===== src/rtl/cbr_pkg.sv =====
package cbr_pkg;
  // control-to-datapath strobes
  typedef struct packed {
    logic capture;      // load the held-branch slot
    logic redirTarget;  // drive target of the presented branch
    logic redirAlt;     // drive saved alternate-path address
  } cbrStrobes_t;
endpackage


===== src/rtl/cbr_dpath.sv =====
module cbr_dpath
  import cbr_pkg::*;
#(
  parameter int AW  = 32,
  parameter int CRW = 32,
  parameter int BW  = $clog2(CRW)
) (
  input  logic           clk,
  input  logic           rstN,
  input  logic [AW-1:0]  brPc,
  input  logic [AW-1:0]  brDisp,
  input  logic [BW-1:0]  brBit,
  input  logic           brSense,
  input  logic           brHint,
  input  logic [CRW-1:0] crValue,
  input  logic [CRW-1:0] crPending,
  input  cbrStrobes_t    strobe,
  output logic           newPend,
  output logic           newTaken,
  output logic           newPred,
  output logic           heldPend,
  output logic           heldTaken,
  output logic           heldPred,
  output logic [AW-1:0]  redirAddr
);
  localparam logic [AW-1:0] ALIGN_MASK = ~AW'(3);
  localparam logic [AW-1:0] STEP       = AW'(4);

  logic [BW-1:0] heldBit;
  logic          heldSense;
  logic [AW-1:0] altAddr;
  logic [AW-1:0] targetAddr;
  logic [AW-1:0] fallAddr;

  assign targetAddr = (brPc + brDisp) & ALIGN_MASK;
  assign fallAddr   = (brPc + STEP) & ALIGN_MASK;

  assign newPend  = crPending[brBit];
  assign newTaken = (crValue[brBit] == brSense);
  assign newPred  = brHint ^ brDisp[AW-1];

  assign heldPend  = crPending[heldBit];
  assign heldTaken = (crValue[heldBit] == heldSense);

  always_ff @(posedge clk) begin
    if (!rstN) begin
      heldBit   <= '0;
      heldSense <= 1'b0;
      heldPred  <= 1'b0;
      altAddr   <= '0;
    end else if (strobe.capture) begin
      heldBit   <= brBit;
      heldSense <= brSense;
      heldPred  <= newPred;
      altAddr   <= newPred ? fallAddr : targetAddr;
    end
  end

  always_comb begin
    if (strobe.redirAlt)         redirAddr = altAddr;
    else if (strobe.redirTarget) redirAddr = targetAddr;
    else                         redirAddr = '0;
  end
endmodule


===== src/rtl/cbr_ctrl.sv =====
module cbr_ctrl
  import cbr_pkg::*;
(
  input  logic        clk,
  input  logic        rstN,
  input  logic        brValid,
  input  logic        newPend,
  input  logic        newTaken,
  input  logic        newPred,
  input  logic        heldPend,
  input  logic        heldTaken,
  input  logic        heldPred,
  output cbrStrobes_t strobe,
  output logic        redirValid,
  output logic        flush,
  output logic        resolved,
  output logic        resolvedTaken,
  output logic        brStall,
  output logic        unresolved
);
  logic busy;
  logic clearNow;
  logic mispredict;
  logic accept;

  assign unresolved = busy;
  assign clearNow   = busy & ~heldPend;
  assign mispredict = clearNow & (heldTaken != heldPred);
  // one resolution per cycle; one held branch at a time
  assign accept     = brValid & ~clearNow & ~(busy & newPend);
  assign brStall    = brValid & ~mispredict & ~accept;

  always_comb begin
    strobe        = '0;
    redirValid    = 1'b0;
    flush         = 1'b0;
    resolved      = 1'b0;
    resolvedTaken = 1'b0;
    if (mispredict) begin
      flush           = 1'b1;
      redirValid      = 1'b1;
      strobe.redirAlt = 1'b1;
      resolved        = 1'b1;
      resolvedTaken   = heldTaken;
    end else if (clearNow) begin
      resolved      = 1'b1;
      resolvedTaken = heldPred;
    end else if (accept && !newPend) begin
      resolved           = 1'b1;
      resolvedTaken      = newTaken;
      redirValid         = newTaken;
      strobe.redirTarget = newTaken;
    end else if (accept) begin
      strobe.capture     = 1'b1;
      redirValid         = newPred;
      strobe.redirTarget = newPred;
    end
  end

  always_ff @(posedge clk) begin
    if (!rstN)               busy <= 1'b0;
    else if (clearNow)       busy <= 1'b0;
    else if (strobe.capture) busy <= 1'b1;
  end
endmodule


===== src/rtl/cbr_resolver.sv =====
module cbr_resolver
  import cbr_pkg::*;
#(
  parameter int AW  = 32,
  parameter int CRW = 32,
  localparam int BW = $clog2(CRW)
) (
  input  logic           clk,
  input  logic           rstN,
  input  logic           brValid,
  input  logic [AW-1:0]  brPc,
  input  logic [AW-1:0]  brDisp,
  input  logic [BW-1:0]  brBit,
  input  logic           brSense,
  input  logic           brHint,
  input  logic [CRW-1:0] crValue,
  input  logic [CRW-1:0] crPending,
  output logic           redirValid,
  output logic [AW-1:0]  redirAddr,
  output logic           flush,
  output logic           resolved,
  output logic           resolvedTaken,
  output logic           brStall,
  output logic           unresolved
);
  cbrStrobes_t strobe;
  logic newPend, newTaken, newPred, heldPend, heldTaken, heldPred;

  cbr_dpath #(.AW(AW), .CRW(CRW), .BW(BW)) u_dpath (
    .clk(clk), .rstN(rstN), .brPc(brPc), .brDisp(brDisp), .brBit(brBit),
    .brSense(brSense), .brHint(brHint), .crValue(crValue),
    .crPending(crPending), .strobe(strobe), .newPend(newPend),
    .newTaken(newTaken), .newPred(newPred), .heldPend(heldPend),
    .heldTaken(heldTaken), .heldPred(heldPred), .redirAddr(redirAddr)
  );

  cbr_ctrl u_ctrl (
    .clk(clk), .rstN(rstN), .brValid(brValid), .newPend(newPend),
    .newTaken(newTaken), .newPred(newPred), .heldPend(heldPend),
    .heldTaken(heldTaken), .heldPred(heldPred), .strobe(strobe),
    .redirValid(redirValid), .flush(flush), .resolved(resolved),
    .resolvedTaken(resolvedTaken), .brStall(brStall),
    .unresolved(unresolved)
  );
endmodule


===== config.mk =====
export PLATFORM = sky130hd
export DESIGN_NAME = cbr_resolver
export DESIGN_NICKNAME = d
export VERILOG_FILES = /design/src/rtl/cbr_pkg.sv /design/src/rtl/cbr_dpath.sv /design/src/rtl/cbr_ctrl.sv /design/src/rtl/cbr_resolver.sv
export SDC_FILE = /design/constraint.sdc
export NUM_CORES = 1
export LEC_CHECK = 0
export BUFFER_PORTS_ARGS = -buffer_cell sky130_fd_sc_hd__buf_2
export CORE_MARGIN = 3
export CORE_UTILIZATION = 46
export CTS_BUF_LIST = sky130_fd_sc_hd__clkbuf_4
export CTS_CLUSTER_SIZE = 12
export DETAILED_ROUTE_END_ITERATION = 16
export GPL_ROUTABILITY_DRIVEN = 1
export HOLD_SLACK_MARGIN = 0.03
export PLACE_DENSITY = 0.77
export SLEW_MARGIN = 20
export SYNTH_ARGS = -nofsm -noshare
export SYNTH_HDL_FRONTEND = slang
export SYNTH_SLANG_ARGS = --single-unit

===== constraint.sdc =====
create_clock -name clk -period 2.8 [get_ports clk]
set_input_delay 0.14 -clock clk [delete_from_list [all_inputs] [get_ports clk]]
set_output_delay 0.14 -clock clk [all_outputs]
set_load 0.02 [all_outputs]

==> results.txt <==
The mean number of vias per cell came out at 6.16. Walking the worst path, the cells encountered are buf_6, mux4_2, mux4_2, mux2i_2, xor2_1, xnor2_1, nor2_4, buf_12, a22o_1, buf_2. The checks that failed: setup timing.

The worst-skew pair later-pin latency is 400 ps. After synthesis, the share of flip-flops with an asynchronous set or reset is 0. Between clock sinks in the finished design, the worst skew comes to 31.2 ps. Counting I/O delays and the setup requirement, the final critical path takes 3300 ps. The die covers 12500 um^2. The number of iterations in the first detailed-routing pass is 5. The worst flop-to-flop path endpoint is u_ctrl.unresolved. The initial standard-cell utilization of the core is 0.484. By area the synthesized netlist is led by mux4_2 (17%), dfxtp_1 (15%), ha_1 (7.6%). The number of global-route vias before repair is 6201.

Static timing analysis puts the maximum clock frequency at slightly above 0.3 GHz. The horizontal extent of the die is 112 um. The count of nets left with antenna violations once routing finished came out at 0. The met1 track demand over resource came out at 0.374. The overall die height is between 100 and 150 um. The area of the core came out at 10600 um^2. nand2_1 is the most common cell in the netlist. At the end of routability-driven placement, the weighted congestion stood at between 0.9 and 1. The number of clock buffers inserted by TritonCTS is 5. TritonCTS built the clock tree.

Counting every instance in the synthesized netlist gives between 600 and 700. The final number of max-transition violations came out at 0. The worst-case setup slack after placement is -117 ps.

The pin count of the biggest net entering global routing is 42. The number of sinks on the clock net is 38. The first global-routing pass estimated 30300 um of wire.

For this run, design rule violations remaining after detail routing come to 0. The path class of the tightest hold or removal check is in2reg. The net count reported at finish came out at 1002. The startpoint identified for the worst register-to-register timing path is u_dpath.heldBit[2]. The total power of the final layout came out at 0.00246 W.

The number of violations of the max-capacitance limit is 0. The post-synthesis to final-layout area growth is 29.6%. The detailed router's first-iteration violation count came out at 465. The portion of synthesized area spent on multiplexers is 0.190.

The cell area after synthesis came out at between 5000 and 6000 um^2. The minimum setup slack among reg-to-reg paths is ~620 ps. The cell with the most instances on the worst path is mux4_2.

Once detailed placement completed, the half-perimeter wirelength came to 14600 um. The number of unique standard cell types used by synthesis is 62. STA classifies the critical path endpoint as a primary output. The highest ir drop seen on vdd is 0.220 mV.

The leading area contributor after synthesis is mux4_2. The mean instance size in the synthesized netlist came out at 8.24 um^2. For this run, the leading register cell type out of synthesis is dfxtp_1.

The global routing usage on met2 came out at 0.490. The share of the synthesized area in compound gates (AO/OA/AOI/OAI) is 0.232. On the critical path, the stage with the largest delay is an instance of mux4_2.

The final antenna diode count came out at 0. The number of enable flip-flop cells after synthesis came out at 0. The total number of H-tree levels came out at 2. Counting cells, the worst reg-to-reg path comes to 7. The worst endpoint data arrival time came out at 3160 ps. The number of warning messages in the yosys log came out at 0. In this run the tightest slew margin relative to its limit is 0.646.

The register area share after synthesis came out at 0.148. For this run, global-route usage on met3 was measured as 0.0473. The simple-gate portion of the synthesized area is 0.194. The setup slack of the critical path after layout is -497 ps. The worst setup path is of the reg2out kind. The initial antenna violation count is 0. The share of layout cells above drive strength 1 came out at 0.368.

The share of synthesized cell area in full adder, half adder and majority cells came out at 0.0756. The average wire length per cell after detail routing is ~19 um. After clock tree synthesis, the clock-pin slew on the worst setup and hold paths is 160 ps.

The power density over the cells came out at 370 nW/um^2. The clock root buffer is clkbuf_4. For this design the top-level I/O count stands at 176.

Once the clock tree was built, the setup fixing pass inserted 0 buffers. The maximum clock path buffer count came out at 2. Counting instances, the worst hold path has a depth of 3. The total congestion overflow after global routing came out at 0. The layer flagged by global routing as most heavily used is met2.

Detailed routing inserted a total of 5978 vias. The highest net fanout along the worst path came out at 23. The port buffer count is around 170. The share of synthesized area in the top cell type comes to 0.167.

The element type at the critical path start is a register. By count the netlist is led by nand2_1 (81), a21oi_1 (53), xor2_1 (39). The overall routing resource usage came out at 0.290. Of the available clock period, the critical path in the final layout requires 1.18.

The required time at the endpoint of the critical path is approximately 2700 ps. The count of state elements after synthesis came out at 38. In this run the static leakage power is between 2 and 3 nW. The total routed wirelength is 18200 um. The path with the worst hold slack has its endpoint at u_ctrl.unresolved. By area, the combinational part of the netlist is dominated by compound AO/OA/AOI/OAI gates. The actual slew at the worst max-slew pin is between 500 and 600 ps. In this design, the stage delay of the slowest critical-path cell is 500 ps. The floorplan has 37 rows. The synthesized-area fraction occupied by xor and xnor cells came out at 0.101.

The number of failing setup endpoints in the final timing report came out at 34. The flow ran to the end, but the final reports show violations. Setup repair after global routing could not meet its margin everywhere. The count of final hold-check violations is 0. In this run the most critical hold path is launched from rstN.
cell type report:
type / count / area, um^2
clock buffer: 5 / 37.5
clock inverter: 3 / 16.3
fill: 929 / 3950
inverter: 17 / 63.8
multi-input combinational: 526 / 4110
sequential: 38 / 763
tap: 136 / 170
timing repair buffer: 245 / 1490
flip-flops by register name (all words and copies together) (netlist names):
name,count
u_dpath.heldBit,5
u_dpath.altAddr,30
u_ctrl.unresolved,1
u_dpath.heldPred,1
u_dpath.heldSense,1
stage by stage:
step / hold WS [ps] / instances / instance area (um^2) / util / setup TNS, ps
after floorplan: 276 / 624 / 5140 / - / -30.2
after global routing: 60.1 / 970 / 6650 / 0.627 / -20590
after global placement: 410 / 961 / 6520 / 0.615 / -2160
after CTS: 48.6 / 970 / 6630 / 0.625 / -15440
after detailed placement: 413 / 961 / 6520 / 0.615 / -2260
final: 51.5 / 970 / 6650 / 0.627 / -15380
power by group:
| part | internal (W) | switching (W) |
|---|---|---|
| Combinational | 0.000673 | 0.000820 |
| Clock | 0.0000937 | 0.000231 |
| Sequential | 0.000598 | 0.0000440 |
| Total | 0.00136 | 0.00110 |
critical path: cells and delay by family, from the launching register on:
| kind | cells | cell delay [ps] |
|---|---|---|
| multiplexers | 3 | 1180 |
| buffers and inverters | 3 | 460 |
| XOR/XNOR | 2 | 440 |
| flip-flops | 1 | 370 |
| AO/OA/AOI/OAI | 1 | 250 |
| AND/OR/NAND/NOR | 1 | 70 |
worst max path at each step:
stage,startpoint,endpoint
floorplan,brBit[0],redirAddr[29]
global placement,u_dpath.heldBit[0],redirAddr[23]
finish,u_dpath.heldBit[0],redirAddr[24]
global route,u_dpath.heldBit[0],redirAddr[24]
detailed placement,brPc[7],redirAddr[31]
CTS,u_dpath.heldBit[0],redirAddr[24]
repair_timing:
item                                    4_1_cts  5_1_grt
hold buffers                                  1        0
hold endpoints to repair                      1        0
gates resized for setup                      16        9
pin swaps                                     2        1
endpoints found under the setup margin       35       35
layout by cell type, fill, tap and decap left out, types with 3 or more instances in the layout:
master	instances
and4_1	4
ha_1	31
o21bai_1	7
o21ai_2	3
a32o_1	3
nand3_1	24
o211ai_1	11
xnor2_1	19
buf_2	164
a21oi_1	53
o21ai_0	29
a21o_1	7
xor2_1	38
nand4_1	21
buf_6	6
and3_1	4
nand2_1	81
o31ai_1	6
mux4_2	38
a22o_1	25
a221oi_1	4
a211oi_1	5
nor3_1	18
clkbuf_4	5
and2_1	5
or3_1	4
buf_12	3
mux2i_1	10
dfxtp_1	36
inv_1	16
buf_4	71
nor2_1	33
metal layers:
layer  share of wire  wire length [um]
met5               0                 0
met4           0.032               588
met3           0.073              1340
met2            0.48              8810
met1            0.41              7510
logic make-up (layout without fill, tap and decap cells):
kind of cell | after synthesis | count (layout)
flops | 38 | 38
simple gates | 207 | 207
xor+xnor | 59 | 59
compound gates | 177 | 177
buf+inv | 60 | 270
mux | 50 | 50
other cells | 1 | 2
fa+ha+maj | 31 | 31
Power figures use the tool's default switching activity.
